--- config.mk ---
export PLATFORM = sky130hd
export DESIGN_NAME = sshift_unit
export DESIGN_NICKNAME = d
export VERILOG_FILES = /design/src/rtl/sshift_pkg.sv /design/src/rtl/sshift_sync.sv /design/src/rtl/sshift_datapath.sv /design/src/rtl/sshift_counter.sv /design/src/rtl/sshift_unit.sv
export SDC_FILE = /design/constraint.sdc
export NUM_CORES = 1
export LEC_CHECK = 0
export BUFFER_PORTS_ARGS = -buffer_cell sky130_fd_sc_hd__buf_2
export CORE_MARGIN = 2
export CORE_UTILIZATION = 40
export DETAILED_ROUTE_END_ITERATION = 10
export PLACE_DENSITY = 0.74
export SYNTH_ARGS = -nofsm -noshare
export SYNTH_HDL_FRONTEND = slang
export SYNTH_SLANG_ARGS = --single-unit
--- constraint.sdc ---
create_clock -name clk_i -period 1.65 [get_ports clk_i]
set_clock_uncertainty 0.15 [all_clocks]
set_input_delay 0.2475 -clock clk_i [delete_from_list [all_inputs] [get_ports clk_i]]
set_output_delay 0.2475 -clock clk_i [all_outputs]
set_load 0.02 [all_outputs]
--- src/rtl/sshift_pkg.sv ---
package sshift_pkg;
  typedef enum logic [1:0] {
    CS_OFF   = 2'd0,
    CS_SOFT  = 2'd1,
    CS_TIMER = 2'd2,
    CS_PIN   = 2'd3
  } clk_sel_e;

  localparam logic [1:0] ADDR_DATA = 2'd0;
  localparam logic [1:0] ADDR_STAT = 2'd1;
  localparam logic [1:0] ADDR_CTRL = 2'd2;

  typedef struct packed {
    logic       ovf_ie;
    logic [1:0] wire_mode;
    clk_sel_e   clk_sel;
    logic       edge_pol;
  } ctrl_t;
endpackage

--- src/rtl/sshift_sync.sv ---
module sshift_sync #(
  parameter int STAGES = 2
) (
  input  logic clk_i,
  input  logic rst_ni,
  input  logic async_i,
  output logic level_o,
  output logic rise_o,
  output logic fall_o
);
  logic [STAGES-1:0] sync_q;
  logic              prev_q;

  always_ff @(posedge clk_i or negedge rst_ni) begin
    if (!rst_ni) begin
      sync_q <= '0;
      prev_q <= 1'b0;
    end else begin
      sync_q <= {sync_q[STAGES-2:0], async_i};
      prev_q <= sync_q[STAGES-1];
    end
  end

  assign level_o = prev_q;
  assign rise_o  = sync_q[STAGES-1] & ~prev_q;
  assign fall_o  = ~sync_q[STAGES-1] & prev_q;
endmodule

--- src/rtl/sshift_datapath.sv ---
module sshift_datapath #(
  parameter int DATA_W = 8
) (
  input  logic              clk_i,
  input  logic              rst_ni,
  input  logic              wr_i,
  input  logic [DATA_W-1:0] wdata_i,
  input  logic              shift_i,
  input  logic              sdi_i,
  input  logic              latch_open_i,
  output logic [DATA_W-1:0] data_o,
  output logic              msb_o
);
  logic [DATA_W-1:0] data_q;
  logic              latch_q;

  // write beats shift
  always_ff @(posedge clk_i or negedge rst_ni) begin
    if (!rst_ni)      data_q <= '0;
    else if (wr_i)    data_q <= wdata_i;
    else if (shift_i) data_q <= {data_q[DATA_W-2:0], sdi_i};
  end

  assign msb_o = latch_open_i ? data_q[DATA_W-1] : latch_q;

  always_ff @(posedge clk_i or negedge rst_ni) begin
    if (!rst_ni) latch_q <= 1'b0;
    else         latch_q <= msb_o;
  end

  assign data_o = data_q;
endmodule

--- src/rtl/sshift_counter.sv ---
module sshift_counter #(
  parameter int CNT_W = 4
) (
  input  logic             clk_i,
  input  logic             rst_ni,
  input  logic             cnt_wr_i,
  input  logic [CNT_W-1:0] cnt_wdata_i,
  input  logic             flag_clr_i,
  input  logic             tick_i,
  output logic [CNT_W-1:0] cnt_o,
  output logic             flag_o
);
  logic [CNT_W-1:0] cnt_q;
  logic             flag_q;
  logic             wrap;

  assign wrap = tick_i & ~cnt_wr_i & (cnt_q == {CNT_W{1'b1}});

  always_ff @(posedge clk_i or negedge rst_ni) begin
    if (!rst_ni)       cnt_q <= '0;
    else if (cnt_wr_i) cnt_q <= cnt_wdata_i;
    else if (tick_i)   cnt_q <= cnt_q + 1'b1;
  end

  always_ff @(posedge clk_i or negedge rst_ni) begin
    if (!rst_ni)         flag_q <= 1'b0;
    else if (wrap)       flag_q <= 1'b1;
    else if (flag_clr_i) flag_q <= 1'b0;
  end

  assign cnt_o  = cnt_q;
  assign flag_o = flag_q;
endmodule

--- src/rtl/sshift_unit.sv ---
module sshift_unit
  import sshift_pkg::*;
#(
  parameter int DATA_W      = 8,
  parameter int CNT_W       = 4,
  parameter int SYNC_STAGES = 2
) (
  input  logic              clk_i,
  input  logic              rst_ni,
  input  logic [1:0]        reg_addr_i,
  input  logic              reg_wr_i,
  input  logic [DATA_W-1:0] reg_wdata_i,
  output logic [DATA_W-1:0] reg_rdata_o,
  input  logic              sclk_i,
  input  logic              sdi_i,
  input  logic              tmr_match_i,
  input  logic              out_en_i,
  output logic              sdo_o,
  output logic              sdo_oe_o,
  output logic              irq_o
);
  localparam int PAD_W = DATA_W - CNT_W - 1;

  ctrl_t             ctrl_q;
  logic              wr_data, wr_stat, wr_ctrl;
  logic              soft_strobe, shift_tick, cnt_tick, latch_open;
  logic              pin_lvl, pin_rise, pin_fall, pin_shift;
  logic [DATA_W-1:0] data_val;
  logic [CNT_W-1:0]  cnt_val;
  logic              ovf_flag, msb_out;

  assign wr_data = reg_wr_i && (reg_addr_i == ADDR_DATA);
  assign wr_stat = reg_wr_i && (reg_addr_i == ADDR_STAT);
  assign wr_ctrl = reg_wr_i && (reg_addr_i == ADDR_CTRL);

  always_ff @(posedge clk_i or negedge rst_ni) begin
    if (!rst_ni) ctrl_q <= '0;
    else if (wr_ctrl)
      ctrl_q <= ctrl_t'({reg_wdata_i[7], reg_wdata_i[5:4], reg_wdata_i[3:2], reg_wdata_i[1]});
  end

  sshift_sync #(.STAGES(SYNC_STAGES)) u_sync (
    .clk_i  (clk_i),
    .rst_ni (rst_ni),
    .async_i(sclk_i),
    .level_o(pin_lvl),
    .rise_o (pin_rise),
    .fall_o (pin_fall)
  );

  assign soft_strobe = wr_ctrl && reg_wdata_i[0] && (reg_wdata_i[3:2] == CS_SOFT);
  assign pin_shift   = ctrl_q.edge_pol ? pin_fall : pin_rise;

  always_comb begin
    unique case (ctrl_q.clk_sel)
      CS_TIMER: shift_tick = tmr_match_i;
      CS_PIN:   shift_tick = pin_shift;
      default:  shift_tick = 1'b0;
    endcase
    shift_tick = shift_tick | soft_strobe;
    cnt_tick   = (ctrl_q.clk_sel == CS_PIN) ? (pin_rise | pin_fall) : shift_tick;
  end

  // first half of the serial period: synced level equals the idle level of the shift edge
  assign latch_open = (ctrl_q.clk_sel != CS_PIN) || (pin_lvl == ctrl_q.edge_pol);

  sshift_datapath #(.DATA_W(DATA_W)) u_dp (
    .clk_i       (clk_i),
    .rst_ni      (rst_ni),
    .wr_i        (wr_data),
    .wdata_i     (reg_wdata_i),
    .shift_i     (shift_tick),
    .sdi_i       (sdi_i),
    .latch_open_i(latch_open),
    .data_o      (data_val),
    .msb_o       (msb_out)
  );

  sshift_counter #(.CNT_W(CNT_W)) u_cnt (
    .clk_i      (clk_i),
    .rst_ni     (rst_ni),
    .cnt_wr_i   (wr_stat),
    .cnt_wdata_i(reg_wdata_i[CNT_W-1:0]),
    .flag_clr_i (wr_stat && reg_wdata_i[DATA_W-1]),
    .tick_i     (cnt_tick),
    .cnt_o      (cnt_val),
    .flag_o     (ovf_flag)
  );

  assign sdo_oe_o = out_en_i && (ctrl_q.wire_mode != 2'd0);
  assign sdo_o    = sdo_oe_o && msb_out;
  assign irq_o    = ovf_flag && ctrl_q.ovf_ie;

  always_comb begin
    unique case (reg_addr_i)
      ADDR_DATA: reg_rdata_o = data_val;
      ADDR_STAT: reg_rdata_o = {ovf_flag, {PAD_W{1'b0}}, cnt_val};
      ADDR_CTRL: reg_rdata_o = DATA_W'({ctrl_q.ovf_ie, 1'b0, ctrl_q.wire_mode,
                                        ctrl_q.clk_sel, ctrl_q.edge_pol, 1'b0});
      default:   reg_rdata_o = '0;
    endcase
  end
endmodule

==> results.tsv <==
stage	metric	value	unit
timing	worst_pin_slew	517	ps
timing	relSlewSlack	65.6	%
run_status	status	finished, violations left	
routing	firstDrtPassIters	6	
clock_tree	clkTransAtPathRegs	140	ps
yosys	syn_area	1290	um^2
setup_path	critPathRequiredTime	1250	ps
timing	finalSetupViolCount	9	
timing	period_needed	2000	ps
grt	antenna_found_initial	0	
run_status	violations	negative setup slack	
routing	wl_per_cell	15.6	um
die	die_y	60.8	um
routing	wl_met1	1610	um
die	core_area	3050	um^2
setup_path	startpoint_type	register	
timing	hold-worst-slack	10.4	ps
setup_path	cp.arrival	1600	ps
placed_design	routabilityCongestion	0.944	
placed_design	dp_hpwl	2530	um
yosys	synth_top_cell_by_area	dfrtp_1	
clock_tree	clockBufferDepth	2	
yosys	synth_cells	148	
yosys	synthTopCellsByArea	dfrtp_1 (45%), nand2_1 (7.9%), mux2i_1 (6.2%), o21ai_0 (5.8%), a31oi_1 (4.9%)	
timing	rsz0062_at_grt	yes	
yosys	async_flop_share	100	%
job	maxCapViolations	0	
timing	timing.final.crit_share	121	%
placed_design	placed_area	1550	um^2
grt	grt-ovfl-total	0	
pwr	p_leak	0.819	nW
die	initial_core_util	42.2	%
yosys	synth.top_cell.area_share	44.7	%
timing	hold_viol	0	
yosys	yosysSeqAreaShare	44.7	%
worst_hold_path	min_path_cells	3	
clock_tree	cts_tree	built	
clock_tree	cts_buffers	3	
cells_and_area	synthToLayoutAreaGrowth	35.9	%
routing	drc_errors	0	
routing	met2_length	1770	um
yosys	synth_edf_count	0	
yosys	synth.avg_cell_area	8.71	um^2
clock_tree	cts_sinks	23	
cells_and_area	num-nets-final	215	
grt	track_usage	20.5	%
yosys	ys_ff_latch	23	
routing	wl	3710	um
placed_design	io_buffers	27	
die	die_w	60.8	um
cells_and_area	diodes	0	
yosys	syn_nets	168	
clock_tree	cts_root_buffer	clkbuf_4	
routing	antenna_left	0	
routing	top_layer_used	met4	
setup_path	endpoint_kind	output port	
clock_tree	clk_latency	320	ps
grt	grt_max_degree	24	
cells_and_area	fillers	293	
yosys	yosysWarningCount	0	
clock_tree	htree_levels	1	
pwr	power_density	1120	nW/um^2
setup_path	crit_fanout	3	
yosys	post-synth-top-count-cell	nand2_1	
grt	grt_pass1_wl	5660	um
routing	met3WireLength	294	um
cells_and_area	fin_util	57.4	%
cells_and_area	drive_above_1_share	32.0	%
cells_and_area	fin_area	1750	um^2
timing	fin_ws	-349	ps
die	pin_count	28	
routing	vias	1319	
placed_design	dp_worst_setup_slack	-77.5	ps
die	die-area	3690	um^2
setup_path	reg2reg_depth	4	
routing	drtIter0Drc	91	
yosys	synth_ff_type	dfrtp_1	
grt	grt_pass1_vias	1230	
timing	maxSlewViolCount	0	
yosys	netlist_top_cells_count	nand2_1 (27), dfrtp_1 (23), o21ai_0 (15)	
worst_hold_path	hold_path.class	input pin to register	
setup_path	worstSetupPathType	register to output port	
yosys	ys_types	33	
die	num_rows	20	
routing	avgViaCountPerCell	5.54	
timing	clock.fmax	500	MHz
pwr	ir_worst_vdd	0.761	mV
==> layer usage <==
layer	global-route usage [%]	up-vias
met5	0	-
met4	2.80	0
met3	4.05	4
met2	34.7	60
met1	27.9	635
li1	-	620
==> state kept, by name, indices dropped and copies added, names as in the netlist <==
| name | count |
|---|---|
| u_cnt.cnt_o | 4 |
| u_sync.level_o | 1 |
| ctrl_q | 6 |
| u_dp.data_o | 8 |
| u_dp.latch_q | 1 |
| u_cnt.flag_o | 1 |
| u_sync.sync_q | 2 |
==> area by class of cell <==
cell class / count / area (um^2) / area share, %
Clock buffer: 3 / 22.5 / 1.29
Clock inverter: 1 / 7.51 / 0.429
Inverter: 2 / 7.51 / 0.429
Multi-Input combinational cell: 117 / 749 / 42.8
Sequential cell: 23 / 577 / 32.9
Tap cell: 44 / 55.1 / 3.14
Timing Repair Buffer: 48 / 333 / 19.0
==> layout by cell type (no fill, tap or decap), drive strengths merged, types with 2 or more instances in the layout <==
cell type,synthesis,final
a21oi,9,9
a31oi,10,10
and2,2,2
buf,3,43
clkbuf,3,3
dfrtp,23,23
dlygate4sd3,0,5
ha,3,3
inv,2,2
mux2i,8,8
nand2,27,27
nand3,5,5
nand3b,2,2
nor2,14,14
nor3b,2,2
o211ai,2,2
o21ai,15,15
or3,2,2
or4,2,2
==> stage by stage <==
stage,TNS [ps],power (W),instances
global placement,-22.8,0.00149,224
detailed placement,-401,0.00152,224
finish,-539,0.00196,238
CTS,-527,0.00184,235
floorplan,0,0.00126,148
global route,-1510,0.00208,238
==> logic make-up (layout without fill, tap and decap cells) <==
logic type | after synthesis | count (layout) | synth area share [%]
multiplexers | 9 | 9 | 7.09
AND/OR/NAND/NOR | 64 | 64 | 24.5
AO/OA/AOI/OAI | 40 | 40 | 17.9
XOR/XNOR | 1 | 1 | 0.680
buffers and inverters | 8 | 54 | 2.33
adder cells (fa/ha/maj) | 3 | 3 | 2.91
flip-flops | 23 | 23 | 44.7
==> report_power, final <==
group	internal, W	switching [W]	leakage (nW)
combinational	0.000385	0.000392	0.530
sequential	0.000733	0.000174	0.275
clock	0.0000927	0.000187	0.0139
==> critical path: stages (launching register included) <==
cell,delay [ps]
dfrtp_1,440
xor2_1,150
nand3_1,120
mux2_4,320
and2_4,140
buf_6,120
==> timing repair <==
action | 4_1_cts | 5_1_grt
gates resized for setup | 9 | 21
pin swaps | 9 | 7
hold buffers | 5 | 0
setup endpoints to repair | 14 | 17
setup buffers | 2 | 4
endpoints found under the hold margin | 27 | 0
==> worst paths after layout <==
check,from,end,slack [ps]
worst min register to register,u_sync.sync_q[0]$_DFF_PN0_,u_sync.sync_q[1]$_DFF_PN0_,220
min in group asynchronous,rst_ni,u_cnt.flag_o$_DFFE_PN0P_,250
max in group asynchronous,rst_ni,u_cnt.cnt_o[2]$_DFFE_PN0P_,730
worst max-delay path,u_sync.level_o$_DFF_PN0_,sdo_o,-350
worst max register to register,ctrl_q[1]$_DFFE_PN0N_,u_cnt.cnt_o[1]$_DFFE_PN0P_,-50
worst min-delay path,reg_wdata_i[0],u_cnt.cnt_o[0]$_DFFE_PN0P_,10
(Power assumes the default switching activity.)
